## config.mk

```make
export PLATFORM = sky130hd
export DESIGN_NAME = i2c_regslave
export DESIGN_NICKNAME = d
export VERILOG_FILES = /design/src/rtl/i2cs_pkg.sv /design/src/rtl/i2cs_filter.sv /design/src/rtl/i2cs_cond.sv /design/src/rtl/i2cs_engine.sv /design/src/rtl/i2c_regslave.sv
export SDC_FILE = /design/constraint.sdc
export NUM_CORES = 1
export LEC_CHECK = 0
export CAP_MARGIN = 20
export CORE_ASPECT_RATIO = 1.5
export CORE_MARGIN = 2
export CORE_UTILIZATION = 50
export CTS_CLUSTER_SIZE = 8
export DETAILED_ROUTE_END_ITERATION = 10
export GPL_ROUTABILITY_DRIVEN = 0
export PLACE_DENSITY_LB_ADDON = 0.15
export SLEW_MARGIN = 20
export SYNTH_ARGS = -nofsm -noshare
export SYNTH_HDL_FRONTEND = slang
export SYNTH_SLANG_ARGS = --single-unit
export TNS_END_PERCENT = 1
```

## constraint.sdc

```tcl
create_clock -name clk -period 2.65 [get_ports clk]
set_input_delay 0.795 -clock clk [delete_from_list [all_inputs] [get_ports clk]]
set_output_delay 0.795 -clock clk [all_outputs]
set_load 0.01 [all_outputs]
```

## src/rtl/i2cs_pkg.sv

```systemverilog
package i2cs_pkg;

  // Protocol phase of the target engine
  typedef enum logic [2:0] {
    PH_IDLE,   // not addressed, waiting for a start
    PH_ADDR,   // shifting in the address byte
    PH_SUB,    // shifting in the sub-address byte
    PH_WDATA,  // shifting in a write data byte
    PH_ACK,    // driving our acknowledge bit
    PH_TX,     // shifting out a read data byte
    PH_MACK    // master acknowledge bit of a read byte
  } phase_t;

endpackage

```

## src/rtl/i2cs_filter.sv

```systemverilog
module i2cs_filter #(
  parameter int   SYNC_STAGES = 2,
  parameter int   FILT_LEN    = 3,
  parameter logic RESET_VAL   = 1'b1
) (
  input  logic clk,
  input  logic rst,
  input  logic raw_i,
  output logic clean_o
);

  logic [SYNC_STAGES-1:0] sync_q;
  logic [FILT_LEN-1:0]    hist_q;
  logic                   clean_q;

  always_ff @(posedge clk) begin
    if (rst) begin
      sync_q  <= {SYNC_STAGES{RESET_VAL}};
      hist_q  <= {FILT_LEN{RESET_VAL}};
      clean_q <= RESET_VAL;
    end else begin
      sync_q <= {sync_q[SYNC_STAGES-2:0], raw_i};
      hist_q <= {hist_q[FILT_LEN-2:0], sync_q[SYNC_STAGES-1]};
      // the output moves only when the whole history window agrees
      if (&hist_q)
        clean_q <= 1'b1;
      else if (~|hist_q)
        clean_q <= 1'b0;
    end
  end

  assign clean_o = clean_q;

endmodule

```

## src/rtl/i2cs_cond.sv

```systemverilog
module i2cs_cond (
  input  logic clk,
  input  logic rst,
  input  logic scl_f,
  input  logic sda_f,
  output logic scl_rise,
  output logic scl_fall,
  output logic start_c,
  output logic stop_c
);

  logic scl_q, sda_q;

  always_ff @(posedge clk) begin
    if (rst) begin
      scl_q <= 1'b1;
      sda_q <= 1'b1;
    end else begin
      scl_q <= scl_f;
      sda_q <= sda_f;
    end
  end

  assign scl_rise = scl_f & ~scl_q;
  assign scl_fall = ~scl_f & scl_q;
  // data edges while the clock is steadily high are bus conditions
  assign start_c  = scl_f & scl_q & sda_q & ~sda_f;
  assign stop_c   = scl_f & scl_q & ~sda_q & sda_f;

  AST_COND_EXCL: assert property (@(posedge clk) disable iff (rst)
    $onehot0({scl_rise, scl_fall, start_c, stop_c}));

endmodule

```

## src/rtl/i2cs_engine.sv

```systemverilog
module i2cs_engine
  import i2cs_pkg::*;
#(
  parameter int DW = 8,
  parameter logic [DW-2:0] DEV_ADDR = 7'h5F
) (
  input  logic          clk,
  input  logic          rst,
  input  logic          enable,
  input  logic          scl_rise,
  input  logic          scl_fall,
  input  logic          start_c,
  input  logic          stop_c,
  input  logic          sda_f,
  output logic          sda_pull,
  output logic [DW-2:0] reg_addr,
  output logic          reg_wr_en,
  output logic [DW-1:0] reg_wdata,
  output logic          reg_rd_en,
  input  logic [DW-1:0] reg_rdata
);

  localparam int AW = DW - 1;
  localparam int CW = $clog2(DW + 1);
  localparam logic [CW-1:0] CNT_FULL = CW'(DW);

  phase_t          phase_q, after_q;
  logic [CW-1:0]   cnt_q;
  logic [DW-1:0]   rx_q, tx_q, wdata_q;
  logic [AW-1:0]   ptr_q, addr_q, nptr;
  logic            ai_q, rd_q, mack_q, pull_q, wr_q, rd_en_q;

  assign nptr = ai_q ? ptr_q + 1'b1 : ptr_q;

  always_ff @(posedge clk) begin
    if (rst) begin
      phase_q <= PH_IDLE;
      after_q <= PH_IDLE;
      cnt_q   <= '0;
      rx_q    <= '0;
      tx_q    <= '0;
      wdata_q <= '0;
      ptr_q   <= '0;
      addr_q  <= '0;
      ai_q    <= 1'b0;
      rd_q    <= 1'b0;
      mack_q  <= 1'b0;
      pull_q  <= 1'b0;
      wr_q    <= 1'b0;
      rd_en_q <= 1'b0;
    end else begin
      wr_q    <= 1'b0;
      rd_en_q <= 1'b0;
      rd_q    <= rd_en_q;
      if (rd_q)
        tx_q <= reg_rdata;

      if (!enable) begin
        phase_q <= PH_IDLE;
        pull_q  <= 1'b0;
      end else if (start_c) begin
        phase_q <= PH_ADDR;
        cnt_q   <= '0;
        pull_q  <= 1'b0;
      end else if (stop_c) begin
        phase_q <= PH_IDLE;
        pull_q  <= 1'b0;
      end else begin
        case (phase_q)
          PH_ADDR, PH_SUB, PH_WDATA: begin
            if (scl_rise && cnt_q != CNT_FULL) begin
              rx_q  <= {rx_q[DW-2:0], sda_f};
              cnt_q <= cnt_q + 1'b1;
            end else if (scl_fall && cnt_q == CNT_FULL) begin
              cnt_q <= '0;
              if (phase_q == PH_ADDR) begin
                if (rx_q[DW-1:1] == DEV_ADDR) begin
                  pull_q  <= 1'b1;
                  phase_q <= PH_ACK;
                  if (rx_q[0]) begin
                    after_q <= PH_TX;
                    rd_en_q <= 1'b1;
                    addr_q  <= ptr_q;
                  end else begin
                    after_q <= PH_SUB;
                  end
                end else begin
                  phase_q <= PH_IDLE;
                end
              end else if (phase_q == PH_SUB) begin
                ptr_q   <= rx_q[AW-1:0];
                ai_q    <= rx_q[DW-1];
                pull_q  <= 1'b1;
                phase_q <= PH_ACK;
                after_q <= PH_WDATA;
              end else begin
                wr_q    <= 1'b1;
                addr_q  <= ptr_q;
                wdata_q <= rx_q;
                ptr_q   <= nptr;
                pull_q  <= 1'b1;
                phase_q <= PH_ACK;
                after_q <= PH_WDATA;
              end
            end
          end
          PH_ACK: begin
            if (scl_fall) begin
              phase_q <= after_q;
              if (after_q == PH_TX) begin
                pull_q <= ~tx_q[DW-1];
                tx_q   <= {tx_q[DW-2:0], 1'b0};
                cnt_q  <= CW'(1);
              end else begin
                pull_q <= 1'b0;
                cnt_q  <= '0;
              end
            end
          end
          PH_TX: begin
            if (scl_fall) begin
              if (cnt_q == CNT_FULL) begin
                pull_q  <= 1'b0;
                phase_q <= PH_MACK;
              end else begin
                pull_q <= ~tx_q[DW-1];
                tx_q   <= {tx_q[DW-2:0], 1'b0};
                cnt_q  <= cnt_q + 1'b1;
              end
            end
          end
          PH_MACK: begin
            if (scl_rise) begin
              ptr_q  <= nptr;
              mack_q <= ~sda_f;
              if (!sda_f) begin
                rd_en_q <= 1'b1;
                addr_q  <= nptr;
              end
            end else if (scl_fall) begin
              if (mack_q) begin
                pull_q  <= ~tx_q[DW-1];
                tx_q    <= {tx_q[DW-2:0], 1'b0};
                cnt_q   <= CW'(1);
                phase_q <= PH_TX;
              end else begin
                phase_q <= PH_IDLE;
              end
            end
          end
          default: ;
        endcase
      end
    end
  end

  assign sda_pull  = pull_q;
  assign reg_addr  = addr_q;
  assign reg_wr_en = wr_q;
  assign reg_wdata = wdata_q;
  assign reg_rd_en = rd_en_q;

  AST_WR_WITH_ACK: assert property (@(posedge clk) disable iff (rst)
    reg_wr_en |-> sda_pull);
  AST_ACCESS_EXCL: assert property (@(posedge clk) disable iff (rst)
    !(reg_wr_en && reg_rd_en));
  AST_QUIET_PARKED: assert property (@(posedge clk) disable iff (rst)
    !enable |=> (!sda_pull && !reg_wr_en && !reg_rd_en));
  AST_MACK_RELEASED: assert property (@(posedge clk) disable iff (rst)
    (phase_q == PH_MACK) |-> !sda_pull);

endmodule

```

## src/rtl/i2c_regslave.sv

```systemverilog
module i2c_regslave #(
  parameter int DW          = 8,
  parameter logic [DW-2:0] DEV_ADDR = 7'h5F,
  parameter int SYNC_STAGES = 2,
  parameter int FILT_LEN    = 3
) (
  input  logic          clk,
  input  logic          rst,
  input  logic          bus_sel,
  input  logic          scl_i,
  input  logic          sda_i,
  output logic          sda_pull,
  output logic [DW-2:0] reg_addr,
  output logic          reg_wr_en,
  output logic [DW-1:0] reg_wdata,
  output logic          reg_rd_en,
  input  logic [DW-1:0] reg_rdata
);

  localparam int NLINES = 2;

  logic [NLINES-1:0] raw_vec, clean_vec;
  logic scl_f, sda_f, scl_rise, scl_fall, start_c, stop_c;

  assign raw_vec = {sda_i, scl_i};

  for (genvar gi = 0; gi < NLINES; gi++) begin : g_line
    i2cs_filter #(
      .SYNC_STAGES(SYNC_STAGES),
      .FILT_LEN   (FILT_LEN),
      .RESET_VAL  (1'b1)
    ) u_filt (
      .clk    (clk),
      .rst    (rst),
      .raw_i  (raw_vec[gi]),
      .clean_o(clean_vec[gi])
    );
  end

  assign scl_f = clean_vec[0];
  assign sda_f = clean_vec[1];

  i2cs_cond u_cond (
    .clk     (clk),
    .rst     (rst),
    .scl_f   (scl_f),
    .sda_f   (sda_f),
    .scl_rise(scl_rise),
    .scl_fall(scl_fall),
    .start_c (start_c),
    .stop_c  (stop_c)
  );

  i2cs_engine #(
    .DW      (DW),
    .DEV_ADDR(DEV_ADDR)
  ) u_engine (
    .clk      (clk),
    .rst      (rst),
    .enable   (bus_sel),
    .scl_rise (scl_rise),
    .scl_fall (scl_fall),
    .start_c  (start_c),
    .stop_c   (stop_c),
    .sda_f    (sda_f),
    .sda_pull (sda_pull),
    .reg_addr (reg_addr),
    .reg_wr_en(reg_wr_en),
    .reg_wdata(reg_wdata),
    .reg_rd_en(reg_rd_en),
    .reg_rdata(reg_rdata)
  );

  AST_DRIVE_SCL_LOW: assert property (@(posedge clk) disable iff (rst || !bus_sel)
    ($past(bus_sel) && !$stable(sda_pull)) |-> !$past(scl_f));

endmodule

```

==> results of run 1 <==
## layer usage
| layer | track usage | vias to the layer above |
|---|---|---|
| met5 | 0 | - |
| met4 | 0.120 | 0 |
| met3 | 0.0455 | 27 |
| met2 | 0.362 | 71 |
| met1 | 0.254 | 1369 |
| li1 | - | 1442 |
## cell usage in the layout (no fill, tap or decap), drive strengths merged, types with 6 or more instances in the layout
cell,instances
inv,11
nand2b,6
o21ai,17
nor3,12
a211oi,7
buf,12
o31ai,6
xnor2,6
dfxtp,68
nand2,25
or2,12
mux2i,29
mux2,7
clkdlybuf4s50,29
nor2,56
nand3,8
a21oi,25
clkbuf,11
## sequential cells by signal (all words and copies together) (netlist names), 2 cells and up
register and count:
g_line.u_filt.sync_q 4, u_engine.cnt_q 4, u_engine.tx_q 8, u_engine.rx_q 8, g_line.u_filt.hist_q 6, u_engine.after_q 3, g_line.u_filt.clean_o 2, u_engine.reg_addr 7
u_engine.ptr_q 7, u_engine.phase_q 3, u_engine.reg_wdata 8
## critical path: stages
cell,delay (ns)
clkdlybuf4s50_1,0.52
inv_1,0.15
a31o_2,0.29
a211oi_2,0.24
buf_4,0.23
mux2i_1,0.19
nor2_1,0.05
## layout make-up
type                    instances  area (sq um)
repair buffers                 41           378
fillers                       574          2550
clock buffers                  11           151
flip-flops and latches         68          1360
clock inverters                 5          58.8
well taps                      76          95.1
multi-input cells             285          1850
inverters                      10          37.5
## worst min path at each step
stage                                          start  slack (ns)                                     to  cells past startpoint
3_5_place_dp   g_line[0].u_filt.sync_q[0]$_SDFF_PP1_        0.40  g_line[0].u_filt.sync_q[1]$_SDFF_PP1_                      1
3_3_place_gp   g_line[1].u_filt.sync_q[0]$_SDFF_PP1_        0.39  g_line[1].u_filt.sync_q[1]$_SDFF_PP1_                      1
6_report       g_line[0].u_filt.sync_q[0]$_SDFF_PP1_        0.41  g_line[0].u_filt.sync_q[1]$_SDFF_PP1_                      1
4_1_cts        g_line[0].u_filt.sync_q[0]$_SDFF_PP1_        0.42  g_line[0].u_filt.sync_q[1]$_SDFF_PP1_                      1
2_1_floorplan  g_line[0].u_filt.sync_q[1]$_SDFF_PP1_        0.39  g_line[0].u_filt.hist_q[0]$_SDFF_PP1_                      1
5_1_grt        g_line[1].u_filt.sync_q[0]$_SDFF_PP1_        0.43  g_line[1].u_filt.sync_q[1]$_SDFF_PP1_                      1
## power by group
part / internal, mW / switching (mW) / total (mW)
clock network: 0.487 / 0.404 / 0.891
registers: 1.03 / 0.00168 / 1.03
logic: 0.0221 / 0.0247 / 0.0468
## kinds of logic (layout without fill, tap and decap cells)
family | Yosys count | count (layout) | share of synthesized area
xor gates and xnor gates | 7 | 7 | 0.0182
and+or+nand+nor | 148 | 148 | 0.224
AOI/OAI and AO/OA | 91 | 91 | 0.186
DFF | 68 | 68 | 0.405
muxes | 36 | 36 | 0.110
buffers and inverters | 36 | 67 | 0.0461
adders and majority gates | 3 | 3 | 0.0112
==> results.py, run 1 <==
metrics = {
    "sta": {
        "final_max_slew_viol_count": 0,
        "fmax_mhz": 445,
        "finalSetupViolCount": 0,
        "hold_viol_final": 0,
        "period_needed_ns": 2.25,
        "max_slew_margin": 0.588,
        "tns_ns": 0,
        "fin_skew_ns": 0.00829,
        "fin_crit_sh": 0.847,
        "tightest_slew_ns": 0.615,
        "whs_ns": 0.415,
        "setup_ws_ns": 0.405,
        "rsz0062_at_grt": "no",
    },
    "final_layout": {
        "final_util": 0.607,
        "antenna_cells": 0,
        "drive_gt1_frac": 0.133,
        "final_nets": 431,
        "final_area_sq_um": 3940,
        "fin_cells": 496,
        "syn2layout_area_growth_pct": 17.0,
    },
    "drt": {
        "wl_per_cell_um": 15.6,
        "wl_met3_um": 260,
        "vias": 2909,
        "drc": 0,
        "drtPass1Iterations": 4,
        "routed_wl_um": 7730,
        "viasPerCell": 5.86,
        "antenna_left": 0,
        "dr.max_layer_used": "met4",
        "first_iter_violations": 219,
        "met1_length_um": 3270,
        "dr_wl_met2_um": 3860,
    },
    "setup_path": {
        "reg2reg_to": "u_engine.after_q[0]$_SDFFE_PP0P_",
        "crit_path_start": "bus_sel",
        "cp.arrival_ns": 2.47,
        "r2r-start": "u_engine.cnt_q[0]$_SDFFE_PP0P_",
        "reg2reg_depth": 8,
        "crit_end": "u_engine.reg_addr[1]$_SDFFE_PP0P_",
        "crit_type": "in2reg",
        "worstPathRequired_ns": 2.87,
        "crit_path_end_kind": "flip-flop",
        "r2r_setup_slack_ns": 0.45,
        "path_max_fanout": 13,
        "critPathLaunchType": "input pin",
    },
    "synthesis": {
        "ys_seq_area_frac": 0.405,
        "ys_top_cells_by_count": "68 x dfxtp_1, 56 x nor2_1, 29 x mux2i_1, 25 x a21oi_1, 25 x nand2_1",
        "synth-edff-count": 0,
        "synth_top_area_cell": "dfxtp_1",
        "yosysMostFrequentCell": "dfxtp_1",
        "synth_cell_types": 57,
        "synth_cells": 389,
        "syn-num-nets": 405,
        "synth_top_cell_area_share": 0.405,
        "synth-warning-count": 0,
        "synthTopCellsByArea": "dfxtp_1 40%, mux2i_1 8.6%, nor2_1 6.2%",
        "ys_ff_latch": 68,
        "syn-cell-area_sq_um": 3360,
        "ys.flop_type": "dfxtp_1",
        "async_flop_share": 0,
        "synth.avg_cell_area_sq_um": 8.65,
    },
    "placement": {
        "post-place-ws_ns": 0.0816,
        "placed_cells": 480,
        "place_area_sq_um": 3720,
        "hpwl_um": 5520,
        "io_buffers": 30,
    },
    "power": {
        "p_per_area_nw_per_um2": 499,
        "power.leakage_nw": 1.32,
        "power_mw": 1.96,
        "ir_worst_vdd_mv": 0.488,
    },
    "global_route": {
        "antenna_found_initial": 0,
        "grt_pass1_vias": 2867,
        "grt_util_all_layers": 0.217,
        "grt_pass1_wl_um": 13100,
        "grt_max_degree": 42,
        "overflow": 0,
    },
    "cts": {
        "cts_setup_buffers": 0,
        "htree_levels": 3,
        "cts_tree": "built",
        "cts_buffer_depth": 2,
        "root_buffer": "clkbuf_8",
        "insertion_delay_ns": 0.34,
        "cts_buffers": 9,
        "clk_pin_slew_ns": 0.07,
        "clock_sinks": 68,
        "cts_hold_buf": 0,
        "ctsResizeCount": 0,
    },
    "die": {
        "start_util": 0.519,
        "core_area_sq_um": 6490,
        "rows": 36,
        "die_w_um": 71.0,
        "io_pins": 31,
        "dieHeight_um": 104,
        "die_area_sq_um": 7410,
    },
    "status": {
        "status": "completed",
    },
    "flow_run": {
        "drv_cap": 0,
    },
    "worst_hold_path": {
        "hold_path_class": "reg2reg",
    },
}
(Power assumes the default switching activity.)
==> run 2: changes to the inputs <==
==> constraint.sdc (replaced) <==
create_clock -name clk -period 1.95 [get_ports clk]
set_input_delay 0.585 -clock clk [delete_from_list [all_inputs] [get_ports clk]]
set_output_delay 0.585 -clock clk [all_outputs]
set_load 0.01 [all_outputs]
==> results.py, run 2 (synthesis gave the netlist of run 1 again) <==
metrics = {
    "status": {
        "status": "completed",
    },
    "drt": {
        "drc": 0,
        "antenna_left": 0,
        "wl_per_cell_um": 15.7,
        "drtPass1Iterations": 4,
        "routed_wl_um": 8060,
        "first_iter_violations": 176,
        "vias": 3040,
        "viasPerCell": 5.90,
    },
    "setup_path": {
        "crit_slowest_cell": "a2111oi_4",
        "path_buf_inv": 2,
        "crit_chain": "inv_2 -> ha_4 -> and3b_2 -> nand3_4 -> a2111oi_4 -> clkbuf_16 -> mux2i_2 -> nor2_1",
        "critPathLaunchType": "flip-flop",
        "cpLargestDelayFamily": "simple AND/OR/NAND/NOR gates",
        "worstPathRequired_ns": 2.17,
        "crit_path_end_kind": "flip-flop",
        "reg2reg_depth": 8,
        "path_max_fanout": 8,
        "cp.arrival_ns": 2.08,
        "path_depth": 8,
        "critPathMaxStageDelay_ns": 0.35,
        "crit_type": "reg2reg",
    },
    "final_layout": {
        "mostFrequentLayoutCells": "67 x dfxtp_1, 56 x nor2_1, 28 x mux2i_1, 28 x clkdlybuf4s50_1, 26 x buf_4",
        "final_nets": 451,
        "nFillCells": 586,
        "antenna_cells": 0,
        "syn2layout_area_growth_pct": 24.2,
        "final_area_sq_um": 4180,
        "drive_gt1_frac": 0.185,
        "mostFrequentLayoutCell": "dfxtp_1",
    },
    "die": {
        "dieHeight_um": 104,
        "core_area_sq_um": 6490,
        "die_area_sq_um": 7410,
        "die_w_um": 71.0,
        "rows": 36,
        "io_pins": 31,
        "start_util": 0.519,
    },
    "cts": {
        "insertion_delay_ns": 0.34,
        "cts_tree": "built",
        "clock_sinks": 68,
        "htree_levels": 3,
        "cts_buffer_depth": 2,
        "root_buffer": "clkbuf_8",
        "cts_hold_buf": 0,
        "cts_buffers": 9,
        "clk_pin_slew_ns": 0.07,
    },
    "power": {
        "ir_worst_vdd_mv": 0.423,
        "power_mw": 2.74,
        "power_frac_clock": 0.464,
        "pwr-share-comb": 0.026,
        "pwr-share-seq": 0.510,
        "p_sw_mw": 0.558,
        "p_int_mw": 2.18,
        "p_per_area_nw_per_um2": 655,
        "swShare": 0.204,
        "power.leakage_nw": 1.45,
    },
    "placement": {
        "post-place-ws_ns": -0.331,
        "hpwl_um": 5790,
        "place_area_sq_um": 3920,
        "io_buffers": 30,
    },
    "sta": {
        "tightest_slew_ns": 0.423,
        "fmax_mhz": 537,
        "hold_viol_final": 0,
        "fin_skew_ns": 0.00623,
        "fin_crit_sh": 0.955,
        "final_max_slew_viol_count": 0,
        "period_needed_ns": 1.86,
        "whs_ns": 0.413,
        "max_slew_margin": 0.718,
        "rsz0062_at_grt": "yes",
        "finalSetupViolCount": 0,
        "setup_ws_ns": 0.0872,
    },
    "global_route": {
        "grt_pass1_wl_um": 13900,
        "grt_util_all_layers": 0.231,
        "grt_pass1_vias": 2991,
        "grt_max_degree": 44,
        "overflow": 0,
        "antenna_found_initial": 0,
    },
    "worst_hold_path": {
        "hold_path_class": "reg2reg",
        "holdPathStages": 1,
    },
    "flow_run": {
        "drv_cap": 0,
    },
}
-- run 2: changes by cell type in the layout (fill, tap and decap cells not counted), sizes merged --
cell / before / now
buf: 12 / 31
bufinv: 1 / 2
clkbuf: 11 / 12
clkdlybuf4s50: 29 / 28
clkinv: 1 / 2
clkinvlp: 2 / 0
dlymetal6s2s: 0 / 1
inv: 11 / 10
-- run 2: repair_timing --
item	4_1_cts	5_1_grt
setup endpoints to repair	21	14
resized for setup	1	9
buffers inserted	1	1
pin swaps	0	4
-- run 2: worst paths after layout --
kind | start | end | slack [ns]
min reg2reg | g_line[0].u_filt.sync_q[0]$_SDFF_PP1_ | g_line[0].u_filt.sync_q[1]$_SDFF_PP1_ | 0.41
max reg2reg | u_engine.cnt_q[0]$_SDFFE_PP0P_ | u_engine.reg_wdata[5]$_SDFFE_PP0P_ | 0.09
max | u_engine.cnt_q[0]$_SDFFE_PP0P_ | u_engine.reg_wdata[5]$_SDFFE_PP0P_ | 0.09
min | g_line[0].u_filt.sync_q[0]$_SDFF_PP1_ | g_line[0].u_filt.sync_q[1]$_SDFF_PP1_ | 0.41
-- run 2: area by class of cell --
class,count,area [sq um],area share
Clock buffer,11,141,0.0338
Sequential cell,68,1360,0.326
Inverter,10,37.5,0.00898
Timing Repair Buffer,61,598,0.143
Clock inverter,4,73.8,0.0177
Tap cell,76,95.1,0.0228
Multi-Input combinational cell,285,1870,0.448
-- run 2: metrics by stage --
| step | cells | utilization | TNS, ns |
|---|---|---|---|
| 6_report | 515 | 0.644 | 0 |
| 5_1_grt | 515 | 0.644 | -0.0582 |
| 4_1_cts | 514 | 0.639 | 0 |
| 3_5_place_dp | 498 | 0.605 | -10.05 |
| 3_3_place_gp | 498 | 0.605 | -9.83 |
| 2_1_floorplan | 389 | - | 0 |
-- run 2: power by group through the flow --
stage / combinational (mW) / sequential (mW) / clock (mW)
final: 0.0698 / 1.40 / 1.27
after global routing: 0.0758 / 1.40 / 1.35
after CTS: 0.0704 / 1.40 / 1.30
after detailed placement: 0.0702 / 1.43 / 0
after global placement: 0.0697 / 1.43 / 0
after floorplan: 0.0327 / 1.43 / 0
-- run 2: metal layers --
metal | track usage | vias up | part of all wire
li1 | - | 1489 | -
met5 | 0 | - | 0
met3 | 0.0417 | 18 | 0.034
met1 | 0.260 | 1456 | 0.40
met4 | 0.0943 | 0 | 0.019
met2 | 0.418 | 77 | 0.54
==> run 3: changes to the inputs <==
--- a/config.mk
+++ b/config.mk
@@ -9,6 +9,7 @@
 export CORE_ASPECT_RATIO = 1.5
 export CORE_MARGIN = 2
 export CORE_UTILIZATION = 50
+export CTS_CLUSTER_DIAMETER = 200
 export CTS_CLUSTER_SIZE = 8
 export DETAILED_ROUTE_END_ITERATION = 10
 export GPL_ROUTABILITY_DRIVEN = 0
==> constraint.sdc (replaced) <==
create_clock -name clk -period 1.95 [get_ports clk]
set_input_delay 0.39 -clock clk [delete_from_list [all_inputs] [get_ports clk]]
set_output_delay 0.39 -clock clk [all_outputs]
set_load 0.01 [all_outputs]
==> results.py, run 3 (synthesis gave the netlist of run 1 again) <==
metrics = {
    "power": {
        "pwr-share-seq": 0.528,
        "swShare": 0.231,
        "ir_worst_vdd_mv": 0.385,
        "p_sw_mw": 0.612,
        "pwr-share-comb": 0.028,
        "power.leakage_nw": 1.43,
        "p_int_mw": 2.03,
        "power_frac_clock": 0.444,
        "p_per_area_nw_per_um2": 638,
    },
    "final_layout": {
        "multi_input_area_sq_um": 1860,
        "antenna_cells": 0,
        "mostFrequentLayoutCell": "dfxtp_1",
        "final_nets": 450,
        "fin_cells": 515,
        "syn2layout_area_growth_pct": 23.1,
        "seq_area_sq_um": 1360,
        "mostFrequentLayoutCells": "67 x dfxtp_1, 56 x nor2_1, 29 x mux2i_1, 29 x clkdlybuf4s50_1",
        "nFillCells": 592,
        "drive_gt1_frac": 0.175,
    },
    "cts": {
        "clk_pin_slew_ns": 0.08,
        "htree_levels": 3,
        "cts_tree": "built",
        "insertion_delay_ns": 0.36,
        "root_buffer": "clkbuf_8",
        "clock_sinks": 68,
        "cts_setup_buffers": 0,
        "cts_buffer_depth": 2,
        "cts_buffers": 9,
    },
    "drt": {
        "first_iter_violations": 159,
        "dr.max_layer_used": "met4",
        "wl_per_cell_um": 15.4,
        "drtPass1Iterations": 5,
        "drc": 0,
        "met1_length_um": 3310,
        "viasPerCell": 5.70,
        "antenna_left": 0,
        "wl_met3_um": 290,
        "dr_wl_met2_um": 4110,
        "routed_wl_um": 7910,
        "vias": 2937,
    },
    "global_route": {
        "grt_max_degree": 45,
        "grt_pass1_wl_um": 13100,
        "antenna_found_initial": 0,
        "grt_pass1_vias": 2782,
        "overflow": 0,
        "grt_util_all_layers": 0.223,
    },
    "worst_hold_path": {
        "hold_path_class": "in2reg",
    },
    "sta": {
        "fmax_mhz": 532,
        "final_max_slew_viol_count": 0,
        "tightest_slew_ns": 0.376,
        "finalSetupViolCount": 0,
        "hold_viol_final": 0,
        "period_needed_ns": 1.88,
        "setup_ws_ns": 0.0689,
        "rsz0062_at_grt": "yes",
        "fin_crit_sh": 0.965,
        "fin_skew_ns": 0.00880,
        "max_slew_margin": 0.749,
    },
    "die": {
        "dieHeight_um": 104,
        "core_area_sq_um": 6490,
        "die_area_sq_um": 7410,
        "io_pins": 31,
        "start_util": 0.519,
        "die_w_um": 71.0,
        "rows": 36,
    },
    "setup_path": {
        "path_max_fanout": 8,
        "critPathLaunchType": "flip-flop",
        "worstPathRequired_ns": 2.20,
        "cp.arrival_ns": 2.13,
        "crit_path_end_kind": "flip-flop",
        "crit_type": "reg2reg",
    },
    "flow_run": {
        "drv_cap": 0,
    },
    "placement": {
        "hpwl_um": 5650,
        "io_buffers": 30,
        "placed_cells": 499,
        "post-place-ws_ns": -0.0922,
    },
    "status": {
        "status": "completed",
    },
}
## run 3: cell types whose count changed in the layout (fill, tap and decap cells not counted), moves of 2 or more
cell | before | now
inv_2 | 3 | 0
inv_1 | 7 | 10
clkinv_4 | 1 | 3
buf_4 | 26 | 24
## run 3: worst paths after layout
| kind | from | end | slack [ns] | cells after the start |
|---|---|---|---|---|
| worst max-delay path | u_engine.cnt_q[0]$_SDFFE_PP0P_ | u_engine.reg_wdata[1]$_SDFFE_PP0P_ | 0.07 | 8 |
| worst min-delay path | rst | u_engine.mack_q$_SDFFE_PP0P_ | 0.35 | 2 |
| worst max register to register | u_engine.cnt_q[0]$_SDFFE_PP0P_ | u_engine.reg_wdata[1]$_SDFFE_PP0P_ | 0.07 | 8 |
| worst min register to register | g_line[0].u_filt.sync_q[0]$_SDFF_PP1_ | g_line[0].u_filt.sync_q[1]$_SDFF_PP1_ | 0.41 | 1 |
## run 3: final cells by class
cell class / count / area share
inverters: 10 / 0.00906
clock buffers: 10 / 0.0308
repair buffers: 60 / 0.142
clock inverters: 6 / 0.0175
multi-input cells: 285 / 0.449
flip-flops and latches: 68 / 0.329
well taps: 76 / 0.0230
## run 3: worst max-delay path, cell delays in order (launching register included)
cell and delay [ns]:
dfxtp_2 0.32, inv_1 0.07, ha_1 0.17, and3b_2 0.29, nand3_4 0.10, a2111oi_4 0.36
buf_12 0.18, mux2i_1 0.21, nor2_1 0.06
## run 3: per-layer routing
layer / global-route usage / vias up
met1: 0.258 / 1374
met3: 0.0484 / 18
met2: 0.383 / 59
met5: 0 / -
met4: 0.106 / 0
li1: - / 1486
## run 3: timing repair
action | in CTS | in global routing
pin swaps | 0 | 5
endpoints found under the setup margin | 10 | 12
endpoints found under the hold margin | 0 | 0
hold buffers | 0 | 0
gates resized for setup | 1 | 3
## run 3: power groups by stage
stage / Clock [mW] / Combinational [mW] / Sequential (mW)
floorplan: 0 / 0.0327 / 1.43
CTS: 1.20 / 0.0742 / 1.40
detailed placement: 0 / 0.0739 / 1.43
global placement: 0 / 0.0736 / 1.43
finish: 1.17 / 0.0738 / 1.40
global route: 1.26 / 0.0795 / 1.40
## run 3: metrics by stage
| stage | TNS, ns | instance area (sq um) | util | power, mW | hold WS (ns) |
|---|---|---|---|---|---|
| detailed placement | -0.881 | 3930 | 0.606 | 1.50 | 0.393 |
| floorplan | 0 | 3360 | - | 1.46 | 0.389 |
| CTS | 0 | 4130 | 0.637 | 2.67 | 0.354 |
| finish | 0 | 4140 | 0.639 | 2.64 | 0.353 |
| global placement | -0.982 | 3930 | 0.606 | 1.50 | 0.397 |
| global route | -0.0449 | 4140 | 0.639 | 2.73 | 0.376 |
